`src/rtl/serial_rx_pkg.sv`:
```
package serial_rx_pkg;
  typedef enum logic [1:0] {ST_IDLE, ST_START, ST_DATA, ST_STOP} rxState_t;

  // Strobes from control to datapath, valid for one cycle
  typedef struct packed {
    logic takeFirst;   // latch early vote sample
    logic takeSecond;  // latch middle vote sample
    logic shiftBit;    // vote decided for a data bit
    logic frameDone;   // vote decided for the stop bit
  } rxStrobe_t;
endpackage

```
`src/rtl/serial_rx_ctrl.sv`:
```
module serial_rx_ctrl
  import serial_rx_pkg::*;
#(
  parameter int DATA_W = 8,
  parameter int OVS    = 16
) (
  input  logic      clk,
  input  logic      rstN,
  input  logic      active,
  input  logic      tick,
  input  logic      rxSync,
  input  logic      nineBit,
  output rxStrobe_t st
);
  localparam int CW  = $clog2(OVS);
  localparam int BW  = $clog2(DATA_W + 1);
  localparam int MID = OVS / 2;

  rxState_t      state;
  logic [CW-1:0] cnt;
  logic [BW-1:0] bitIdx;
  logic [BW-1:0] lastIdx;
  logic          endOfBit;

  assign lastIdx  = nineBit ? BW'(DATA_W) : BW'(DATA_W - 1);
  assign endOfBit = (cnt == CW'(OVS - 1));

  always_comb begin
    st = '0;
    if (active && tick && (state == ST_DATA || state == ST_STOP)) begin
      st.takeFirst  = (cnt == CW'(MID - 1));
      st.takeSecond = (cnt == CW'(MID));
      st.shiftBit   = (state == ST_DATA) && (cnt == CW'(MID + 1));
      st.frameDone  = (state == ST_STOP) && (cnt == CW'(MID + 1));
    end
  end

  always_ff @(posedge clk) begin
    if (!rstN || !active) begin
      state  <= ST_IDLE;
      cnt    <= '0;
      bitIdx <= '0;
    end else if (tick) begin
      cnt <= endOfBit ? '0 : cnt + 1'b1;
      case (state)
        ST_IDLE: begin
          cnt <= CW'(1);
          if (!rxSync) state <= ST_START;
        end
        ST_START: begin
          if (cnt == CW'(MID) && rxSync) state <= ST_IDLE;
          else if (endOfBit) begin
            state  <= ST_DATA;
            bitIdx <= '0;
          end
        end
        ST_DATA: begin
          if (endOfBit) begin
            if (bitIdx == lastIdx) state <= ST_STOP;
            else bitIdx <= bitIdx + 1'b1;
          end
        end
        ST_STOP: begin
          if (cnt == CW'(MID + 1)) state <= ST_IDLE;
        end
        default: state <= ST_IDLE;
      endcase
    end
  end
endmodule

```
`src/rtl/serial_rx_dpath.sv`:
```
module serial_rx_dpath
  import serial_rx_pkg::*;
#(
  parameter int DATA_W = 8,
  parameter int DEPTH  = 2
) (
  input  logic              clk,
  input  logic              rstN,
  input  logic              portEn,
  input  logic              rxLine,
  input  logic              rxEnSet,
  input  logic              rxEnClr,
  input  logic              nineBit,
  input  logic              readPop,
  input  rxStrobe_t         st,
  output logic              rxSync,
  output logic              rxEnabled,
  output logic [DATA_W-1:0] rdData,
  output logic              rdNinth,
  output logic              rdFrameErr,
  output logic              dataAvail,
  output logic              overrun
);
  localparam int SH_W = DATA_W + 1;
  localparam int PW   = (DEPTH > 1) ? $clog2(DEPTH) : 1;
  localparam int NW   = $clog2(DEPTH + 1);

  logic [1:0]        syncQ;
  logic              sampA, sampB, vote;
  logic [SH_W-1:0]   shiftReg;
  logic [DATA_W-1:0] memData  [DEPTH];
  logic              memNinth [DEPTH];
  logic              memFerr  [DEPTH];
  logic [PW-1:0]     wrPtr, rdPtr;
  logic [NW-1:0]     used;
  logic              notFull, doPop, doPush, doOvf;
  logic [DATA_W-1:0] newData;
  logic              newNinth;

  assign rxSync = syncQ[1];
  assign vote   = (sampA & sampB) | (sampA & rxSync) | (sampB & rxSync);

  always_ff @(posedge clk) begin
    if (!rstN) syncQ <= 2'b11;
    else       syncQ <= {syncQ[0], rxLine};
  end

  always_ff @(posedge clk) begin
    if (st.takeFirst)  sampA <= rxSync;
    if (st.takeSecond) sampB <= rxSync;
    if (st.shiftBit)   shiftReg <= {vote, shiftReg[SH_W-1:1]};
  end

  assign newData  = nineBit ? shiftReg[DATA_W-1:0] : shiftReg[SH_W-1:1];
  assign newNinth = nineBit & shiftReg[SH_W-1];

  assign notFull = (used != NW'(DEPTH));
  assign doPop   = readPop && (used != '0);
  assign doPush  = st.frameDone && (notFull || doPop);
  assign doOvf   = st.frameDone && !notFull && !doPop;

  for (genvar g = 0; g < DEPTH; g++) begin : g_entry
    always_ff @(posedge clk) begin
      if (doPush && wrPtr == PW'(g)) begin
        memData[g]  <= newData;
        memNinth[g] <= newNinth;
        memFerr[g]  <= ~vote;
      end
    end
  end

  always_ff @(posedge clk) begin
    if (!rstN || !portEn) begin
      wrPtr   <= '0;
      rdPtr   <= '0;
      used    <= '0;
      overrun <= 1'b0;
    end else begin
      if (doPush) wrPtr <= (wrPtr == PW'(DEPTH - 1)) ? '0 : wrPtr + 1'b1;
      if (doPop)  rdPtr <= (rdPtr == PW'(DEPTH - 1)) ? '0 : rdPtr + 1'b1;
      case ({doPush, doPop})
        2'b10:   used <= used + 1'b1;
        2'b01:   used <= used - 1'b1;
        default: used <= used;
      endcase
      if (doOvf) overrun <= 1'b1;
    end
  end

  always_ff @(posedge clk) begin
    if (!rstN)        rxEnabled <= 1'b0;
    else if (doOvf)   rxEnabled <= 1'b0;
    else if (rxEnClr) rxEnabled <= 1'b0;
    else if (rxEnSet) rxEnabled <= 1'b1;
  end

  assign dataAvail  = (used != '0);
  assign rdData     = memData[rdPtr];
  assign rdNinth    = memNinth[rdPtr] & dataAvail;
  assign rdFrameErr = memFerr[rdPtr] & dataAvail;
endmodule

```
`src/rtl/serial_rx_fifo.sv`:
```
module serial_rx_fifo
  import serial_rx_pkg::*;
#(
  parameter int DATA_W = 8,
  parameter int OVS    = 16,
  parameter int DEPTH  = 2
) (
  input  logic              clk,
  input  logic              rstN,
  input  logic              tick16,
  input  logic              rxLine,
  input  logic              portEn,
  input  logic              rxEnSet,
  input  logic              rxEnClr,
  input  logic              nineBitMode,
  input  logic              irqEn,
  input  logic              readPop,
  output logic [DATA_W-1:0] rdData,
  output logic              rdNinth,
  output logic              rdFrameErr,
  output logic              dataAvail,
  output logic              irq,
  output logic              overrun,
  output logic              rxEnabled
);
  rxStrobe_t strobes;
  logic      rxSync;

  serial_rx_ctrl #(.DATA_W(DATA_W), .OVS(OVS)) u_ctrl (
    .clk(clk), .rstN(rstN), .active(portEn && rxEnabled), .tick(tick16),
    .rxSync(rxSync), .nineBit(nineBitMode), .st(strobes)
  );

  serial_rx_dpath #(.DATA_W(DATA_W), .DEPTH(DEPTH)) u_dpath (
    .clk(clk), .rstN(rstN), .portEn(portEn), .rxLine(rxLine),
    .rxEnSet(rxEnSet), .rxEnClr(rxEnClr), .nineBit(nineBitMode),
    .readPop(readPop), .st(strobes), .rxSync(rxSync), .rxEnabled(rxEnabled),
    .rdData(rdData), .rdNinth(rdNinth), .rdFrameErr(rdFrameErr),
    .dataAvail(dataAvail), .overrun(overrun)
  );

  assign irq = dataAvail & irqEn;
endmodule

```
`config.mk`:
```
export PLATFORM = sky130hd
export DESIGN_NAME = serial_rx_fifo
export DESIGN_NICKNAME = d
export VERILOG_FILES = /design/src/rtl/serial_rx_pkg.sv /design/src/rtl/serial_rx_ctrl.sv /design/src/rtl/serial_rx_dpath.sv /design/src/rtl/serial_rx_fifo.sv
export SDC_FILE = /design/constraint.sdc
export NUM_CORES = 1
export LEC_CHECK = 0
export BUFFER_PORTS_ARGS = -buffer_cell sky130_fd_sc_hd__buf_2
export CAP_MARGIN = 40
export CORE_UTILIZATION = 30
export DETAILED_ROUTE_END_ITERATION = 10
export PLACE_DENSITY = 0.5
export SYNTH_ARGS = -nofsm -noshare
export SYNTH_HDL_FRONTEND = slang
export SYNTH_HIERARCHICAL = 1
export SYNTH_SLANG_ARGS = --single-unit
```
`constraint.sdc`:
```
create_clock -name clk -period 5.7 [get_ports clk]
set_input_delay 0.285 -clock clk [delete_from_list [all_inputs] [get_ports clk]]
set_output_delay 0.285 -clock clk [all_outputs]
set_load 0.01 [all_outputs]
```
* After elaboration in Yosys (flattened, before gate mapping)
Memories as Yosys holds them, arrays and structs flattened. A register that Yosys moved wholly into a read port is not among the register bits.
Index checks and enable logic that the tools add are counted.
** Operators by class
- Reduce and logical (&&, ||, !) cells :: 31
- Equal/unequal tests :: 19
- Add/subtract/negate cells :: 6
- Bitwise operators :: 12
- Mux-type cells :: 39
** Operators with widths (count)
- $mux W4 :: 8
- $mux W1 :: 20
- $mux W8 :: 2
- $eq A4 B4 Y1 const B :: 3
- $logic_and A1 B1 Y1 :: 12
- $mux W2 :: 6
- $reduce_and A6 Y1 :: 2
- $ne A2 B2 Y1 const B :: 5
- $add A4 B1 Y4 const B :: 2
- $pmux W2 S4 :: 1
- $pmux W4 S2 :: 1
- $reduce_or A8 Y1 :: 1
- $and A1 B1 Y1 :: 7
- $eq A2 B2 Y1 const B :: 3
- $ne A2 B1 Y1 const B :: 3
- $reduce_bool A2 Y1 :: 3
- $logic_not A1 Y1 :: 5
- $eq A2 B1 Y1 const B :: 2
- $eq A4 B3 Y1 const B :: 1
- $eq A4 B4 Y1 :: 1
- $logic_or A1 B1 Y1 :: 4
- $pmux W2 S2 :: 1
- $ne A3 B1 Y1 const B :: 1
- $not A1 Y1 :: 3
- 7 further kinds :: 10
** Storage, ports and cells
- Bits in writable memories :: 20
- Logic and storage cells :: 122
- Memories :: 3
- Output and inout port bits :: 14
- Input port bits :: 10
- Register bits :: 29
** Memories
- u_dpath.memData :: depth 2, bits a word 8, rd ports 1, clocked after memory_dff 1, wr ports 1, line serial_rx_dpath.sv:31 : logic [DATA_W-1:0] memData [DEPTH];
- u_dpath.memFerr :: depth 2, bits a word 1, rd ports 1, clocked after memory_dff 1, wr ports 1, line serial_rx_dpath.sv:33 : logic memFerr [DEPTH];
- u_dpath.memNinth :: depth 2, bits a word 1, rd ports 1, clocked after memory_dff 1, wr ports 1, line serial_rx_dpath.sv:32 : logic memNinth [DEPTH];

* Depth between registers and ports, before layout
Gate-level depths: netlist (run 1).
- Word-level depth :: 10
- Mapped depth :: 7
- Gate-level depth less buffers :: 7

* By module
Netlist (run 1), hierarchy kept.
** By module, submodules not included
- serial_rx_dpath :: seq. area each 1111.1 um^2, area each 1557.7 um^2, times used 1, cells an instance 100
- serial_rx_ctrl :: seq. area each 200.2 um^2, area each 725.7 um^2, times used 1, cells an instance 96
- serial_rx_fifo :: seq. area each 0.0 um^2, area each 12.5 um^2, times used 1, cells an instance 2

* Worst setup path before layout (run 1)
OpenSTA, ideal clock, no wires.
- Kind :: register -> register
- From :: register u_dpath.rxEnabled
- To :: memory u_dpath.memData[1][0] (enable)
- Data arrival time :: 1.759 ns
- Setup time :: 0.376 ns
- Data required time :: 5.324 ns
- Setup slack :: 3.565 ns
- Period minus slack after synthesis :: 2.135 ns
- Cell stages (with the launch flop) :: 6
- Path buffers :: 0
- Path through :: dfxtp_1 -> and2_1 -> nand3_1 -> nor3_1 -> o21ai_2 -> nor2_1
** RTL lines
- start: declaration :: line serial_rx_dpath.sv:17 : output logic rxEnabled,
- start signal: assignment :: line serial_rx_dpath.sv:91 : if (!rstN) rxEnabled <= 1'b0;
- start signal: assignment :: line serial_rx_dpath.sv:92 : else if (doOvf) rxEnabled <= 1'b0;
- start signal: assignment :: line serial_rx_dpath.sv:93 : else if (rxEnClr) rxEnabled <= 1'b0;
- end: declaration :: line serial_rx_dpath.sv:31

==> results.txt, run 1 <==
----------------------------------------------------
[Outcome]
  Outcome ... complete, no violations

[Power]
  Net switching power of the design ... 0.128 mW
  Total power density per cell area ... 247 nW/µm²
  Seq pwr share ... 0.591
  Combinational Power Share ... 0.026
  Clock network fraction of total power ... 0.383
  Leakage dissipation ... 0.864 nW
  Sw Ratio ... 0.198
  Highest ir drop seen on vdd ... 0.150 mV
  Internal power contribution ... 0.520 mW

[Worst setup path]
  Total buffers and inverters traversed by the critical path ... 0
  Critical path peak fanout ... 10
  CP max stage cell ... sky130_fd_sc_hd__nor2_1
  Required time reported for the critical path endpoint ... 5630 ps
  Family with the most delay on the worst path ... simple AND/OR/NAND/NOR gates
  Cells along the critical path ... and2_1 -> nand3_1 -> nor3_1 -> o21ai_2 -> nor2_1
  Type of origin of the critical path ... flop
  Kind of end point of the critical path ... flop
  Kind of critical path ... flop to flop
  Delay of the slowest cell on the worst path ... 680 ps
  Signal arrival time at the worst endpoint ... 2450 ps

[GRT]
  Global routing usage summed across all routing layers ... 0.115
  Vias in the first global route ... 1,404
  Total grt overflow ... 0
  Largest net degree at the start of global routing ... 17
  Antenna violations before repair ... 0
  First-pass GRT wire length ... 6.88 mm

[Finish]
  Fillcell total ... 725
  Number of nets in the layout ... 237
  Fraction of layout cells with a size suffix above 1 ... 0.250
  Area growth from synthesis to layout ... 14.3%
  Final core utilization ... 0.358
  Count of inserted antenna diode cells ... 0
  Final instance area ... 2630 µm²
  Final Non-Filler Cells ... 323

[Placed design]
  DP Area ... 2510 µm²
  GPL Wtd Cong ... 0.770
  Post-placement worst setup slack ... 3070 ps
  Number of I/O port buffers ... 23
  Estimated wirelength of the detail-placed design ... 2.96 mm
  Number of placed cells counting well taps ... 315

[STA]
  Setup clock skew after layout ... 2.30 ps
  Crit path time final ... 2520 ps
  Final period util ... 0.442
  Setup repair after global routing missed its margin ... no
  Endpoints failing setup ... 0
  Worst Max-Slew Pin Slew ... 852 ps
  Min setup slack post-route ... 3180 ps
  Pins Over Slew Limit ... 0
  FMAX ... 0.397 GHz
  Final Hold Viols ... 0
  Setup TNS after final layout ... 0 ps
  Worst slew slack as a fraction of its limit ... 0.430

[Job]
  Max-capacitance violation count ... 0

[Yosys]
  Combined area of all synthesized cells ... 2300 µm²
  Number of synthesized flops with an enable pin ... 31
  Post-synthesis average cell area ... 11.6 µm²
  Yosys warning count ... 6
  Synth async-reset ratio ... 0
  Cell types with the largest area share after synthesis ... sky130_fd_sc_hd__edfxtp_1 41%, sky130_fd_sc_hd__dfxtp_1 17%, sky130_fd_sc_hd__mux2_2 7.8%
  Post-synth net total ... 212
  Number of distinct library cell variants in the gate-level netlist after synthesis ... 46
  Post-synthesis sequential area ratio ... 0.571
  Main synth FF type ... sky130_fd_sc_hd__edfxtp_1
  Top cell type by total area after synthesis ... sky130_fd_sc_hd__edfxtp_1
  Synthesized instance count ... 198
  Commonest cells post-synth ... 31 x sky130_fd_sc_hd__edfxtp_1, 19 x sky130_fd_sc_hd__dfxtp_1, 19 x sky130_fd_sc_hd__nor2_1
  Flop and latch count out of synthesis ... 50
  Portion of synthesized cell area occupied by the leading cell type ... 0.405
  Most instantiated library cell after synthesis ... sky130_fd_sc_hd__edfxtp_1

[CTS]
  Number of CTS-inserted buffers ... 5
  Number of H-tree branching levels ... 2
  Largest buffer count on any clock path ... 2
  Clock input transition at the sequential cells of the worst setup and hold paths ... 90 ps
  Post-CTS Setup Repair Bufs ... 0
  Hold_buf cts ... 0
  Clock tree sinks ... 50
  Clock tree from TritonCTS ... yes
  Clock network latency to the later pin of the worst-skew pair ... 300 ps
  Buffer cell driving the clock tree root ... sky130_fd_sc_hd__clkbuf_8
  Post-cts resize count ... 0

[Die]
  Initial Util ... 0.313
  Std-Cell Rows ... 31
  Core region area ... 7330 µm²
  Chip Width ... 89.5 µm
  Area of the die ... 8010 µm²
  Num ports ... 24
  Vertical die dimension ... 89.5 µm

[Min path]
  Classification of the worst-slack hold path ... primary input to flop

[Drt]
  DR vias/cell ... 4.69
  Number of nets still failing antenna checks after routing ... 0
  WL final ... 4.10 mm
  Count of unresolved DRC violations after routing ... 0
  Average wire per cell in the routed design ... 12.7 µm
  1st-pass router iterations ... 4
  Routed vias ... 1,516
  Drt first-iter violations ... 89

----------------------------------------------------
[power groups by stage]
stage          combinational (mW)  clock [mW]  sequential, mW
2_1_floorplan              0.0101           0           0.391
3_3_place_gp               0.0171           0           0.391
3_5_place_dp               0.0171           0           0.391
4_1_cts                    0.0172       0.258           0.382
5_1_grt                    0.0194       0.268           0.383
6_report                   0.0169       0.248           0.382
[cell usage in the layout, fill, tap and decap left out, types with 2 or more instances in the layout]
cell type,count
sky130_fd_sc_hd__o21ai_1,2
sky130_fd_sc_hd__nand3b_1,2
sky130_fd_sc_hd__or3_1,2
sky130_fd_sc_hd__clkbuf_8,5
sky130_fd_sc_hd__inv_1,7
sky130_fd_sc_hd__o21ai_0,4
sky130_fd_sc_hd__nand2_1,13
sky130_fd_sc_hd__a31oi_1,2
sky130_fd_sc_hd__nand2b_1,6
sky130_fd_sc_hd__nor2_1,19
sky130_fd_sc_hd__ha_1,4
sky130_fd_sc_hd__nor2b_1,4
sky130_fd_sc_hd__o211ai_1,3
sky130_fd_sc_hd__mux2_2,16
sky130_fd_sc_hd__a21oi_1,8
sky130_fd_sc_hd__o22ai_1,3
sky130_fd_sc_hd__o21a_1,3
sky130_fd_sc_hd__dfxtp_1,19
sky130_fd_sc_hd__nor3_1,4
sky130_fd_sc_hd__and2_1,5
sky130_fd_sc_hd__edfxtp_1,31
sky130_fd_sc_hd__buf_2,23
sky130_fd_sc_hd__mux2i_1,5
sky130_fd_sc_hd__clkinvlp_4,2
sky130_fd_sc_hd__nand3_1,8
sky130_fd_sc_hd__xor2_1,2
[metrics by stage]
stage	total power [mW]	hold WS (ps)
5_1_grt	0.670	142
3_5_place_dp	0.408	393
4_1_cts	0.658	136
2_1_floorplan	0.401	356
6_report	0.648	145
3_3_place_gp	0.408	389
[per-layer routing]
| layer | vias to the layer above | wire, µm | global-route usage |
|---|---|---|---|
| li1 | 774 | - | - |
| met4 | 0 | 46 | 0.0390 |
| met2 | 28 | 1850 | 0.183 |
| met1 | 710 | 2070 | 0.152 |
| met3 | 4 | 127 | 0.0305 |
| met5 | - | 0 | 0 |
[worst paths after layout]
kind	to	start	cells past startpoint	slack, ps
setup / recovery	u_dpath/memData[0][1]	u_dpath/rxEnabled	5	3180
setup reg to reg	u_dpath/memData[0][1]	u_dpath/rxEnabled	5	3180
hold / removal	u_dpath/rxEnabled	rxEnClr	2	140
hold reg to reg	u_dpath/syncQ[1]	u_dpath/syncQ[0]	1	410
[cell type report]
class / count / area (µm²) / share of cell area
inverters: 7 / 26.3 / 0.0100
clock inverters: 3 / 45.0 / 0.0172
flip-flops and latches: 50 / 1310 / 0.500
clock buffers: 5 / 68.8 / 0.0262
repair buffers: 24 / 123 / 0.0467
multi-input cells: 135 / 927 / 0.353
well taps: 99 / 124 / 0.0472
[kinds of logic (layout without fill, tap and decap cells)]
kind of cell	Yosys count	count (layout)	share of synthesized area
AOI/OAI and AO/OA	34	34	0.101
adders and majority gates	4	4	0.0218
and+or+nand+nor	74	74	0.173
DFF	50	50	0.571
muxes	21	21	0.100
buffers and inverters	13	39	0.0251
xor gates and xnor gates	2	2	0.00763
[state kept, by name (all words and copies together) (netlist names), 2 cells and up, named ones only]
register	flops
u_dpath/syncQ	2
u_dpath/shiftReg	9
u_ctrl/cnt	4
u_dpath/memData	16
u_dpath/used	2
u_dpath/memFerr	2
u_ctrl/bitIdx	4
u_dpath/memNinth	2
(Power assumes the default switching activity.)
==> inputs of run 2 (changes only) <==
==> constraint.sdc (replaced) <==
create_clock -name clk -period 2.55 [get_ports clk]
set_input_delay 0.1275 -clock clk [delete_from_list [all_inputs] [get_ports clk]]
set_output_delay 0.1275 -clock clk [all_outputs]
set_load 0.01 [all_outputs]
==> run 2 against run 1 <==
Compared with the run above: combinational power up 140%; via count up 0.66%; register-to-register slack worse by 2700 ps; non-clock buffer count up 4; wire length down 3.1%; worst setup slack worse by 2700 ps; first-iteration DRC count down 20%; flip-flop and latch count unchanged; hold slack worse by 91 ps; design area up 0.72%.
==> results.txt, run 2 (synthesis results as in run 1) <==
----------------------------------------------------
[Outcome]
  Outcome ... complete, no violations

[Die]
  Initial Util ... 0.313
  Chip Width ... 89.5 µm
  Vertical die dimension ... 89.5 µm
  Area of the die ... 8010 µm²
  Core region area ... 7330 µm²
  Num ports ... 24
  Std-Cell Rows ... 31

[Worst setup path]
  Cells on worst reg2reg path ... 6
  Signal arrival time at the worst endpoint ... 2070 ps
  Family with the most delay on the worst path ... simple AND/OR/NAND/NOR gates
  Reg-to-Reg Start ... u_dpath/rxEnabled
  Timing startpoint of the critical path ... u_dpath/rxEnabled
  Type of origin of the critical path ... flop
  R2R Setup Slk ... 490 ps
  Critical path peak fanout ... 10
  Kind of critical path ... flop to flop
  End of the worst register-to-register path ... u_dpath/memData[0][2]
  Destination of the critical timing path ... u_dpath/memData[0][2]
  Required time reported for the critical path endpoint ... 2570 ps
  Cells along the critical path ... and2_1 -> nand3_1 -> nor3_1 -> o21ai_2 -> nor2_1 -> buf_4
  Delay of the slowest cell on the worst path ... 600 ps
  Kind of end point of the critical path ... flop
  Total buffers and inverters traversed by the critical path ... 1
  Path length in cells of the critical path ... 6
  CP max stage cell ... sky130_fd_sc_hd__nor3_1

[CTS]
  Clock input transition at the sequential cells of the worst setup and hold paths ... 100 ps
  Clock tree sinks ... 50
  Post-CTS Setup Repair Bufs ... 0
  Buffer cell driving the clock tree root ... sky130_fd_sc_hd__clkbuf_8
  Largest buffer count on any clock path ... 2
  Clock tree from TritonCTS ... yes
  Number of H-tree branching levels ... 2
  Clock network latency to the later pin of the worst-skew pair ... 310 ps
  Number of CTS-inserted buffers ... 5

[STA]
  Pins Over Slew Limit ... 0
  Crit path time final ... 2060 ps
  FMAX ... 0.486 GHz
  Endpoints failing setup ... 0
  Final Hold Viols ... 0
  Setup repair after global routing missed its margin ... no
  Final period util ... 0.806
  Worst Max-Slew Pin Slew ... 681 ps
  Setup clock skew after layout ... 6.22 ps
  Worst slew slack as a fraction of its limit ... 0.542
  Setup TNS after final layout ... 0 ps

[Min path]
  Classification of the worst-slack hold path ... primary input to flop
  Worst hold path cell count ... 2

[Drt]
  Routed vias ... 1,526
  Drt first-iter violations ... 71
  WL final ... 3.97 mm
  1st-pass router iterations ... 4
  Average wire per cell in the routed design ... 12.1 µm
  DR vias/cell ... 4.67
  Number of nets still failing antenna checks after routing ... 0
  Count of unresolved DRC violations after routing ... 0

[Placed design]
  GPL Wtd Cong ... 0.763
  DP Area ... 2530 µm²
  Number of I/O port buffers ... 23
  Estimated wirelength of the detail-placed design ... 2.86 mm

[Finish]
  Sequential cell area ... 1310 µm²
  Number of nets in the layout ... 241
  Largest registers ... u_dpath/memData x16, u_dpath/shiftReg x9
  Fraction of layout cells with a size suffix above 1 ... 0.254
  Area growth from synthesis to layout ... 15.2%
  Fillcell total ... 744
  Register ranked first by flip-flop count ... u_dpath/memData
  Final instance area ... 2640 µm²
  Count of inserted antenna diode cells ... 0
  Total area of multi-input combinational cells ... 927 µm²
  Most common cell after layout, fill and taps aside ... sky130_fd_sc_hd__edfxtp_1
  Flip-flop count of the largest register, all copies and words added ... 16
  Leading cell types in the layout, fill and taps excluded ... 31 x sky130_fd_sc_hd__edfxtp_1, 23 x sky130_fd_sc_hd__buf_2, 19 x sky130_fd_sc_hd__nor2_1, 19 x sky130_fd_sc_hd__dfxtp_1, 16 x sky130_fd_sc_hd__mux2_2

[GRT]
  Met2 capacity usage during global routing ... 0.182
  Vias in the first global route ... 1,418
  Antenna violations before repair ... 0
  First-pass GRT wire length ... 6.73 mm
  Largest net degree at the start of global routing ... 19
  Total grt overflow ... 0
  GRT busiest layer ... met2
  Global routing met1 resource utilization ... 0.145
  Global routing usage summed across all routing layers ... 0.112
  Met3 track demand over resource ... 0.0277

[Power]
  Total power density per cell area ... 526 nW/µm²
  Leakage dissipation ... 0.884 nW
  Highest ir drop seen on vdd ... 0.263 mV

[Job]
  Max-capacitance violation count ... 0

----------------------------------------------------
run 2: changes by cell type in the layout (fill, tap and decap cells not counted):
cell	change
sky130_fd_sc_hd__clkinvlp_4	-2
sky130_fd_sc_hd__dlygate4sd3_1	+2
sky130_fd_sc_hd__inv_6	+1
sky130_fd_sc_hd__bufinv_16	-1
sky130_fd_sc_hd__buf_4	+2
sky130_fd_sc_hd__clkinv_4	+1
sky130_fd_sc_hd__inv_8	+1
run 2: how the worst min path moves through the flow:
| stage | startpoint | end | slack [ps] |
|---|---|---|---|
| after detailed placement | rxEnClr | u_dpath/rxEnabled | 300 |
| after floorplan | rxEnClr | u_dpath/rxEnabled | 200 |
| after CTS | rstN | u_dpath/syncQ[0] | 50 |
| after global routing | rstN | u_dpath/syncQ[0] | 60 |
| final | rstN | u_dpath/syncQ[0] | 50 |
| after global placement | rxEnClr | u_dpath/rxEnabled | 300 |
run 2: cell type report:
class	count	share of cell area
clock buffers	5	0.0260
clock inverters	3	0.0109
inverters	7	0.00994
multi-input cells	135	0.351
flip-flops and latches	50	0.496
well taps	99	0.0469
repair buffers	28	0.0596
run 2: report_power, final:
group	internal [mW]	total [mW]	switching, mW
combinational	0.0188	0.0399	0.0211
sequential	0.853	0.855	0.00187
clock	0.206	0.495	0.289
run 2: stage by stage:
stage / utilization / hold slack [ps] / instances / total power, mW / worst slack, ps
floorplan: - / 199 / 198 / 0.896 / 415
global placement: 0.345 / 300 / 317 / 0.912 / 556
detailed placement: 0.345 / 299 / 317 / 0.912 / 479
CTS: 0.361 / 47.5 / 327 / 1.42 / 452
global route: 0.361 / 63.6 / 327 / 1.44 / 263
finish: 0.361 / 53.9 / 327 / 1.39 / 494
run 2: timing repair:
action | CTS | global route
endpoints found under the setup margin | 0 | 0
hold buffers | 2 | 0
endpoints found under the hold margin | 2 | 0
resized for setup | 0 | 0
run 2: routing by layer:
layer | vias to the layer above | part of all wire
li1 | 782 | -
met1 | 721 | 0.48
met2 | 19 | 0.48
met3 | 4 | 0.028
met4 | 0 | 0.011
met5 | - | 0
